$ cat config.mk
export PLATFORM = sky130hd
export DESIGN_NAME = dotacc_sat
export DESIGN_NICKNAME = d
export VERILOG_FILES = /design/src/rtl/dotacc_pkg.sv /design/src/rtl/dotacc_lane_mul.sv /design/src/rtl/dotacc_reduce_sat.sv /design/src/rtl/dotacc_sat.sv
export SDC_FILE = /design/constraint.sdc
export NUM_CORES = 2
export LEC_CHECK = 0
export ABC_CLOCK_PERIOD_IN_PS = 11270
export BUFFER_PORTS_ARGS = -buffer_cell sky130_fd_sc_hd__buf_4
export CAP_MARGIN = 20
export CELL_PAD_IN_SITES_DETAIL_PLACEMENT = 0
export CELL_PAD_IN_SITES_GLOBAL_PLACEMENT = 1
export CORE_ASPECT_RATIO = 0.75
export CORE_MARGIN = 2
export CORE_UTILIZATION = 50
export DETAILED_ROUTE_END_ITERATION = 12
export PLACE_DENSITY_LB_ADDON = 0.12
export SLEW_MARGIN = 20
export SYNTH_ARGS = -nofsm -noshare
export SYNTH_HDL_FRONTEND = slang
export SYNTH_SLANG_ARGS = --single-unit
$ cat constraint.sdc
create_clock -name clk -period 11.27 [get_ports clk]
set_clock_uncertainty 0.15 [all_clocks]
set_input_delay 1.127 -clock clk [delete_from_list [all_inputs] [get_ports clk]]
set_output_delay 1.127 -clock clk [all_outputs]
set_load 0.005 [all_outputs]
$ cat src/rtl/dotacc_pkg.sv
// Package: shared mode type and decode helpers for the dot-product accumulator.
// Assumes the mode field is two bits; the reserved code decodes as signed.
package dotacc_pkg;

    typedef enum logic [1:0] {
        DM_SS  = 2'b00,
        DM_SU  = 2'b01,
        DM_UU  = 2'b10,
        DM_RSV = 2'b11
    } dot_mode_e;

    // Vector A lanes are sign-extended in every mode except unsigned.
    function automatic logic lane_a_signed(dot_mode_e m);
        return (m != DM_UU);
    endfunction

    // Vector B lanes are sign-extended only in the signed mode or the reserved code.
    function automatic logic lane_b_signed(dot_mode_e m);
        return (m == DM_SS) || (m == DM_RSV);
    endfunction

    // The final add clamps to the signed range unless the mode is unsigned.
    function automatic logic sat_is_signed(dot_mode_e m);
        return (m != DM_UU);
    endfunction

endpackage

$ cat src/rtl/dotacc_lane_mul.sv
// Module: widens one pair of lanes to OUT_W bits and multiplies them.
// Assumes OUT_W >= IN_W. The product is truncated to OUT_W; overflow wraps silently.
module dotacc_lane_mul #(
    parameter int IN_W  = 8,
    parameter int OUT_W = 32
) (
    input  logic [IN_W-1:0]  lane_a,
    input  logic [IN_W-1:0]  lane_b,
    input  logic             a_sext,
    input  logic             b_sext,
    output logic [OUT_W-1:0] prod
);

    logic signed [IN_W-1:0] a_s;
    logic signed [IN_W-1:0] b_s;
    logic [OUT_W-1:0]       a_ext;
    logic [OUT_W-1:0]       b_ext;

    assign a_s = $signed(lane_a);
    assign b_s = $signed(lane_b);

    // Widen each lane by sign or zero extension.
    always_comb begin
        a_ext = a_sext ? OUT_W'(a_s) : OUT_W'(lane_a);
        b_ext = b_sext ? OUT_W'(b_s) : OUT_W'(lane_b);
    end

    // Multiply modulo 2^OUT_W; the low bits are the same for signed and unsigned.
    assign prod = a_ext * b_ext;

endmodule

$ cat src/rtl/dotacc_reduce_sat.sv
// Module: sums NPROD products and adds the accumulator with saturation.
// Purely combinational. The reduction wraps modulo 2^W; only the final add clamps.
module dotacc_reduce_sat #(
    parameter int NPROD = 4,
    parameter int W     = 32
) (
    input  logic [NPROD-1:0][W-1:0] prods,
    input  logic [W-1:0]            acc,
    input  logic                    sat_signed,
    output logic [W-1:0]            result
);

    localparam logic [W-1:0] MAX_POS = {1'b0, {(W-1){1'b1}}};
    localparam logic [W-1:0] MIN_NEG = {1'b1, {(W-1){1'b0}}};
    localparam logic [W-1:0] ALL_ONE = {W{1'b1}};

    logic [W-1:0] sum;
    logic [W:0]   ext_s;
    logic [W:0]   ext_u;

    // Wrapping reduction of all lane products.
    always_comb begin
        sum = '0;
        for (int i = 0; i < NPROD; i++) begin
            sum = sum + prods[i];
        end
    end

    // One-bit-wider adds: sign-extended for the signed path, zero-extended for unsigned.
    assign ext_s = {acc[W-1], acc} + {sum[W-1], sum};
    assign ext_u = {1'b0, acc} + {1'b0, sum};

    // Clamp when the two top bits disagree (signed) or on carry out (unsigned).
    always_comb begin
        if (sat_signed) begin
            if (ext_s[W] != ext_s[W-1]) begin
                result = ext_s[W] ? MIN_NEG : MAX_POS;
            end else begin
                result = ext_s[W-1:0];
            end
        end else begin
            result = ext_u[W] ? ALL_ONE : ext_u[W-1:0];
        end
    end

endmodule

$ cat src/rtl/dotacc_sat.sv
// Module: two-stage saturating integer dot-product accumulator (top).
// Stage 1 registers the widened lane products and stage 2 registers the saturated sum.
// Assumes RES_W >= LANE_W, RES_W >= 8, and that the products and their sum fit in RES_W bits.
module dotacc_sat
    import dotacc_pkg::*;
#(
    parameter int LANES  = 4,
    parameter int LANE_W = 8,
    parameter int RES_W  = 32
) (
    input  logic                    clk,
    input  logic                    rst_n,
    input  logic                    in_valid,
    input  logic [1:0]              in_mode,
    input  logic                    in_packed,
    input  logic [LANES*LANE_W-1:0] in_vec_a,
    input  logic [LANES*LANE_W-1:0] in_vec_b,
    input  logic [RES_W-1:0]        in_acc,
    output logic                    out_valid,
    output logic [RES_W-1:0]        out_result
);

    localparam int OPW      = LANES * LANE_W;
    localparam int PK_LANES = 4;
    localparam int PK_W     = 8;
    localparam int PL       = (LANES > PK_LANES) ? LANES : PK_LANES;
    localparam int PADW     = (OPW > 32) ? OPW : 32;

    dot_mode_e mode_d;
    logic      a_sx;
    logic      b_sx;
    logic      sat_sg;

    logic [PADW-1:0] a_pad;
    logic [PADW-1:0] b_pad;

    logic [PL-1:0][RES_W-1:0] nat_p;
    logic [PL-1:0][RES_W-1:0] pk_p;
    logic [PL-1:0][RES_W-1:0] sel_p;

    logic                     s1_valid;
    logic [PL-1:0][RES_W-1:0] s1_prod;
    logic [RES_W-1:0]         s1_acc;
    logic                     s1_sgn;
    logic [RES_W-1:0]         s2_d;

    // Decode the mode into per-vector extension controls.
    assign mode_d = dot_mode_e'(in_mode);
    assign a_sx   = lane_a_signed(mode_d);
    assign b_sx   = lane_b_signed(mode_d);
    assign sat_sg = sat_is_signed(mode_d);

    // Zero-pad the operands so that the packed view always has 32 bits available.
    assign a_pad = PADW'(in_vec_a);
    assign b_pad = PADW'(in_vec_b);

    // One native multiplier and one packed multiplier per product slot, as the configuration allows.
    for (genvar g = 0; g < PL; g++) begin : g_lane
        if (g < LANES) begin : g_nat
            dotacc_lane_mul #(.IN_W(LANE_W), .OUT_W(RES_W)) u_nat (
                .lane_a (in_vec_a[g*LANE_W +: LANE_W]),
                .lane_b (in_vec_b[g*LANE_W +: LANE_W]),
                .a_sext (a_sx),
                .b_sext (b_sx),
                .prod   (nat_p[g])
            );
        end else begin : g_nat_off
            assign nat_p[g] = '0;
        end
        if (g < PK_LANES) begin : g_pk
            dotacc_lane_mul #(.IN_W(PK_W), .OUT_W(RES_W)) u_pk (
                .lane_a (a_pad[g*PK_W +: PK_W]),
                .lane_b (b_pad[g*PK_W +: PK_W]),
                .a_sext (a_sx),
                .b_sext (b_sx),
                .prod   (pk_p[g])
            );
        end else begin : g_pk_off
            assign pk_p[g] = '0;
        end
    end

    // Choose the packed or the native product set.
    assign sel_p = in_packed ? pk_p : nat_p;

    // Stage 1: register the products, the accumulator and the saturation kind.
    always_ff @(posedge clk) begin
        if (!rst_n) begin
            s1_valid <= 1'b0;
            s1_prod  <= '0;
            s1_acc   <= '0;
            s1_sgn   <= 1'b0;
        end else begin
            s1_valid <= in_valid;
            if (in_valid) begin
                s1_prod <= sel_p;
                s1_acc  <= in_acc;
                s1_sgn  <= sat_sg;
            end
        end
    end

    dotacc_reduce_sat #(.NPROD(PL), .W(RES_W)) u_red (
        .prods      (s1_prod),
        .acc        (s1_acc),
        .sat_signed (s1_sgn),
        .result     (s2_d)
    );

    // Stage 2: register the saturated result; hold it while no operation completes.
    always_ff @(posedge clk) begin
        if (!rst_n) begin
            out_valid  <= 1'b0;
            out_result <= '0;
        end else begin
            out_valid <= s1_valid;
            if (s1_valid) begin
                out_result <= s2_d;
            end
        end
    end

endmodule

Word level (Yosys, flattened, before mapping):

Index checks and enable logic that the tools add are counted.

* register bits after elaboration: 195
* bits of input ports: 102
* output and inout bits: 33
* word-level logic and storage cells: 35

* add/subtract/negate cells: 5
* multipliers: 4
* equal/unequal tests: 3
* multiplexer cells: 12
* reduce and logical (&&, ||, !) cells: 2

Operator list (count)
* $mux 32: 12
* $mul 32x32->32: 4
* $add 32x32->32: 3
* $add 32x32->33: 2
* $eq 2x2->1 const B: 1
* $logic_not 2->1: 1
* $ne 2x2->1 const B: 1
* $logic_or 1x1->1: 1
* $ne 1x1->1: 1

Longest topological paths before layout:

* word-level depth: 7
* gate-level depth with buffers: 32
* mapped depth without buffers: 30

Modules after synthesis:

A second synthesis with hierarchy kept.

* cell total of the unflattened synthesis: 8008
* area, all modules: 76821.2 µm²

Modules (own cells, without submodules)
* dotacc_lane_mul at g_lane[1].g_pk.u_pk ...: times used 3, cells each 784, area an instance 7812.5 µm², sequential area each 0.0 µm²
* dotacc_lane_mul at g_lane[0].g_nat.u_nat: times used 1, cells each 902, area an instance 8259.2 µm², sequential area each 0.0 µm²
* dotacc_sat: times used 1, cells each 785, area an instance 8125.3 µm², sequential area each 3903.7 µm²
* dotacc_lane_mul at g_lane[0].g_pk.u_pk: times used 1, cells each 870, area an instance 8072.7 µm², sequential area each 0.0 µm²
* dotacc_lane_mul at g_lane[1].g_nat.u_nat: times used 1, cells each 854, area an instance 7993.9 µm², sequential area each 0.0 µm²
* dotacc_lane_mul at g_lane[3].g_nat.u_nat: times used 1, cells each 780, area an instance 7795.0 µm², sequential area each 0.0 µm²
* dotacc_lane_mul at g_lane[3].g_pk.u_pk: times used 1, cells each 786, area an instance 7781.2 µm², sequential area each 0.0 µm²
* dotacc_reduce_sat: times used 1, cells each 679, area an instance 5356.4 µm², sequential area each 0.0 µm²

Least setup slack after synthesis:

No wires, ideal clock.

* kind: input-to-reg
* start point: in in_mode[0]
* end point: reg s1_prod[63] (netlist name)
* library setup time: 0.137 ns
* arrival time: 8.635 ns
* data required time: 10.983 ns
* slack: 2.348 ns
* cell stages on the path: 30
* path buffers: 2
* path through: inv_1 ha_1 and3_1 clkbuf_1 nand2b_1 clkbuf_1 inv_2 ha_1 nor2_1 inv_1 fa_1 xnor2_1 ha_1 fa_1 fa_1 inv_1 fa_1 inv_1 fa_1 fa_1 ha_1 o21ai_0 a21o_1 a21oi_1 a31oi_1 or3b_1 a311oi_1 nor4_1 a41oi_1 a31oi_1

* word-level cells in the longest chain between the ends: 4
* elaborated cells on any way between the ends: 7
* those cells by class: mul: 1; eq/ne: 2; mux: 2; reduce/logical: 2

RTL lines
* start, declared: RTL line dotacc_sat.sv:14 `input logic [1:0] in_mode,`
* $eq 2x2->1 or $logic_not 2->1 (tied branches): RTL line dotacc_pkg.sv:19 `return (m == DM_SS) || (m == DM_RSV);`
* $logic_or 1x1->1: RTL line dotacc_pkg.sv:19
* $mux 32: RTL line dotacc_lane_mul.sv:25 `b_ext = b_sext ? OUT_W'(b_s) : OUT_W'(lane_b);`
* $mul 32x32->32 *: RTL line dotacc_lane_mul.sv:29 `assign prod = a_ext * b_ext;`
* end signal, assigned: RTL line dotacc_sat.sv:96 `s1_prod <= sel_p;`
* end, declared: RTL line dotacc_sat.sv:42 `logic [PL-1:0][RES_W-1:0] s1_prod;`

Every way passes the cells marked *; elsewhere a longest branch is shown, timed or not.
A chain may end at the register's enable or synchronous reset.

Final worst setup path:

* start point: in in_mode[0]
* end point: reg s1_prod[30] (netlist name)

Same word-level chain as after synthesis.

==> results.yml <==
sta:
  relSlewSlack_pct: 30.2
  tightest_slew_ns: 1.04
  period_needed_ns: 9.65
  setup_tns_ns: 0
  setup_ws_ns: 1.62
  fin_crit_sh_pct: 85.6
  slew_viol_final: 0
  rsz0062_at_grt: "false"
  clock.fmax_ghz: 0.104
  setup_viol: 0
  finalHoldViolCount: 0
logic_synthesis:
  synth_top_area_cell: "fa_1"
  yosysSeqAreaShare_pct: 9.22
  ys_top_cells_by_count: "810 x fa_1, 810 x inv_1, 551 x ha_1, 256 x nand2_1, 229 x nor2_1"
  yosysTopAreaCellShare_pct: 38.3
  syn-num-nets: 5845
  synth_seq_cells: 195
  ys_top_cells_by_area: "fa_1 38%, ha_1 16%, dfxtp_1 9.2%, inv_1 7.2%, xnor2_1 4.2%"
  ys_warn_count: 0
  postSynthCellCount: 4382
  synthFlopType: "dfxtp_1"
  syn_avg_cell_area_sq_um: 9.66
  synth-async-reset-ratio_pct: 0
  synth_edf_count: 0
  ys_types: 85
  syn_area_sq_um: 42300
clock_tree:
  clockBufferDepth: 2
  clock-sinks: 195
  post_cts_buffers: 0
  htree_levels: 4
  cts-root-buf: "clkbuf_16"
  cts_buffers: 17
  cts_tree: "built"
  clkLatencyLatePin_ns: 0.46
  clk_pin_slew_ns: 0.08
  post_cts_resized: 0
  hold_buffers: 0
die:
  pin_count: 135
  dieArea_sq_um: 87000
  die_x_microns: 340
  rows: 92
  core_region_area_sq_um: 83900
  initial_utilization_pct: 50.5
  die_h_microns: 256
drt:
  remaining_drc_errors: 0
  drt-total-wl_microns: 107000
  wl_per_cell_microns: 19.2
  avgViaCountPerCell: 5.29
  detail-route-antenna-nets: 0
  drtPass1Iterations: 5
  initialDrtViolationCount: 1738
  via_count: 29446
cells_and_area:
  utilization_pct: 53.6
  finalNetCount: 5887
  final.fill_count: 7861
  multi_input_area_sq_um: 34900
  drive_above_1_share_pct: 5.18
  seqCellArea_sq_um: 3910
  area_growth_pct: 6.25
min_path:
  hp-class: "reg -> reg"
critical_path:
  crit_buf_inv: 7
  cp_max_fo: 11
  slowest_stage: "fa_1"
  cpLargestDelayFamily: "adder cells"
  critPathLaunchType: "primary input"
  path_common_cell: "fa_1"
  r2r_slack_ns: 4.00
  cpPeakStageDelay_ns: 0.97
  end_kind: "register"
  path_class: "in -> reg"
  required_ns: 11.47
  worstPathArrival_ns: 9.85
place:
  globalplace.congestion: 0.934
  dp_slack_ns: 1.16
  port_buffers: 133
  dp_hpwl_microns: 93100
global_routing:
  antenna_found_initial: 3
  overflow: 0
  grt_max_degree: 85
  grt.total_usage_pct: 25.6
  grt_pass1_wl_microns: 174000
  first_global_vias: 30195
run_status:
  status: "finished clean"
flow_run:
  drv_cap: 0
[metal layers]
metal / track usage (%) / part of all wire (%)
met1: 41.8 / 52
met2: 36.4 / 41
met3: 4.06 / 5.9
met4: 2.38 / 0.78
met5: 0 / 0.032
[cell usage in the layout, fill, tap and decap left out, types with 95 or more instances in the layout]
cell type | Yosys | final
xnor2_1 | 204 | 204
nand2_1 | 256 | 256
dfxtp_1 | 195 | 194
inv_1 | 810 | 809
ha_1 | 551 | 551
a21oi_1 | 187 | 187
buf_4 | 1 | 155
nor2_1 | 229 | 229
a21o_1 | 95 | 95
mux2i_1 | 113 | 113
fa_1 | 810 | 808
o21ai_0 | 127 | 127
and2_1 | 142 | 142
[worst register-to-register path, delay by kind of cell, from the launching register on]
kind	cells	cell delay (ns)
XOR/XNOR	1	0.16
flip-flops	1	0.52
buffers and inverters	1	0.06
multiplexers	1	0.23
adder cells (fa/ha/maj)	5	1.99
AO/OA/AOI/OAI	12	3.05
AND/OR/NAND/NOR	6	0.94
[cell families (layout without fill, tap and decap cells)]
group           count (synthesis)  after routing  synth area share [%]
flops                         195            195                  9.22
xor+xnor                      278            278                  5.75
compound gates                642            642                  9.68
fa+ha+maj                    1366           1366                  54.7
other cells                     0              3                     0
mux                           115            115                  2.73
buf+inv                       945           1000                  8.43
simple gates                  841            841                  9.48
[worst paths after layout]
check / from / endpoint / depth (start not counted)
worst max-delay path: in_mode[0] / s1_prod[30]$_SDFFE_PN0P_ / 27
worst min-delay path: s1_prod[94]$_SDFFE_PN0P_ / s1_prod[94]$_SDFFE_PN0P_ / 2
worst max register to register: s1_prod[65]$_SDFFE_PN0P_ / out_result[9]$_SDFFE_PN0P_ / 26
worst min register to register: s1_prod[94]$_SDFFE_PN0P_ / s1_prod[94]$_SDFFE_PN0P_ / 2
[area by class of cell]
cell class / count / area share [%]
multi-input combinational: 3242 / 77.5
sequential: 195 / 8.68
inverter: 811 / 6.77
tap: 1128 / 3.14
timing repair buffer: 157 / 2.66
clock buffer: 20 / 0.993
clock inverter: 12 / 0.211
antenna: 3 / 0.0167
[per-stage QoR]
step | hold slack (ns) | area (sq um) | std cells
2_1_floorplan | 0.295 | 42300 | 4382
3_3_place_gp | 0.316 | 44400 | 5533
3_5_place_dp | 0.323 | 44400 | 5533
4_1_cts | 0.332 | 45000 | 5565
5_1_grt | 0.361 | 45000 | 5566
6_report | 0.337 | 45000 | 5568
[flip-flops by register name, summed over array words and instances, names as in the netlist]
register	count
s1_prod	128
out_result	32
s1_acc	32
out_valid	1
s1_sgn	1
s1_valid	1
Power is left out: the tool's default activity adds up to more than one toggle a clock period on the data nets, which glitch-free logic cannot reach.
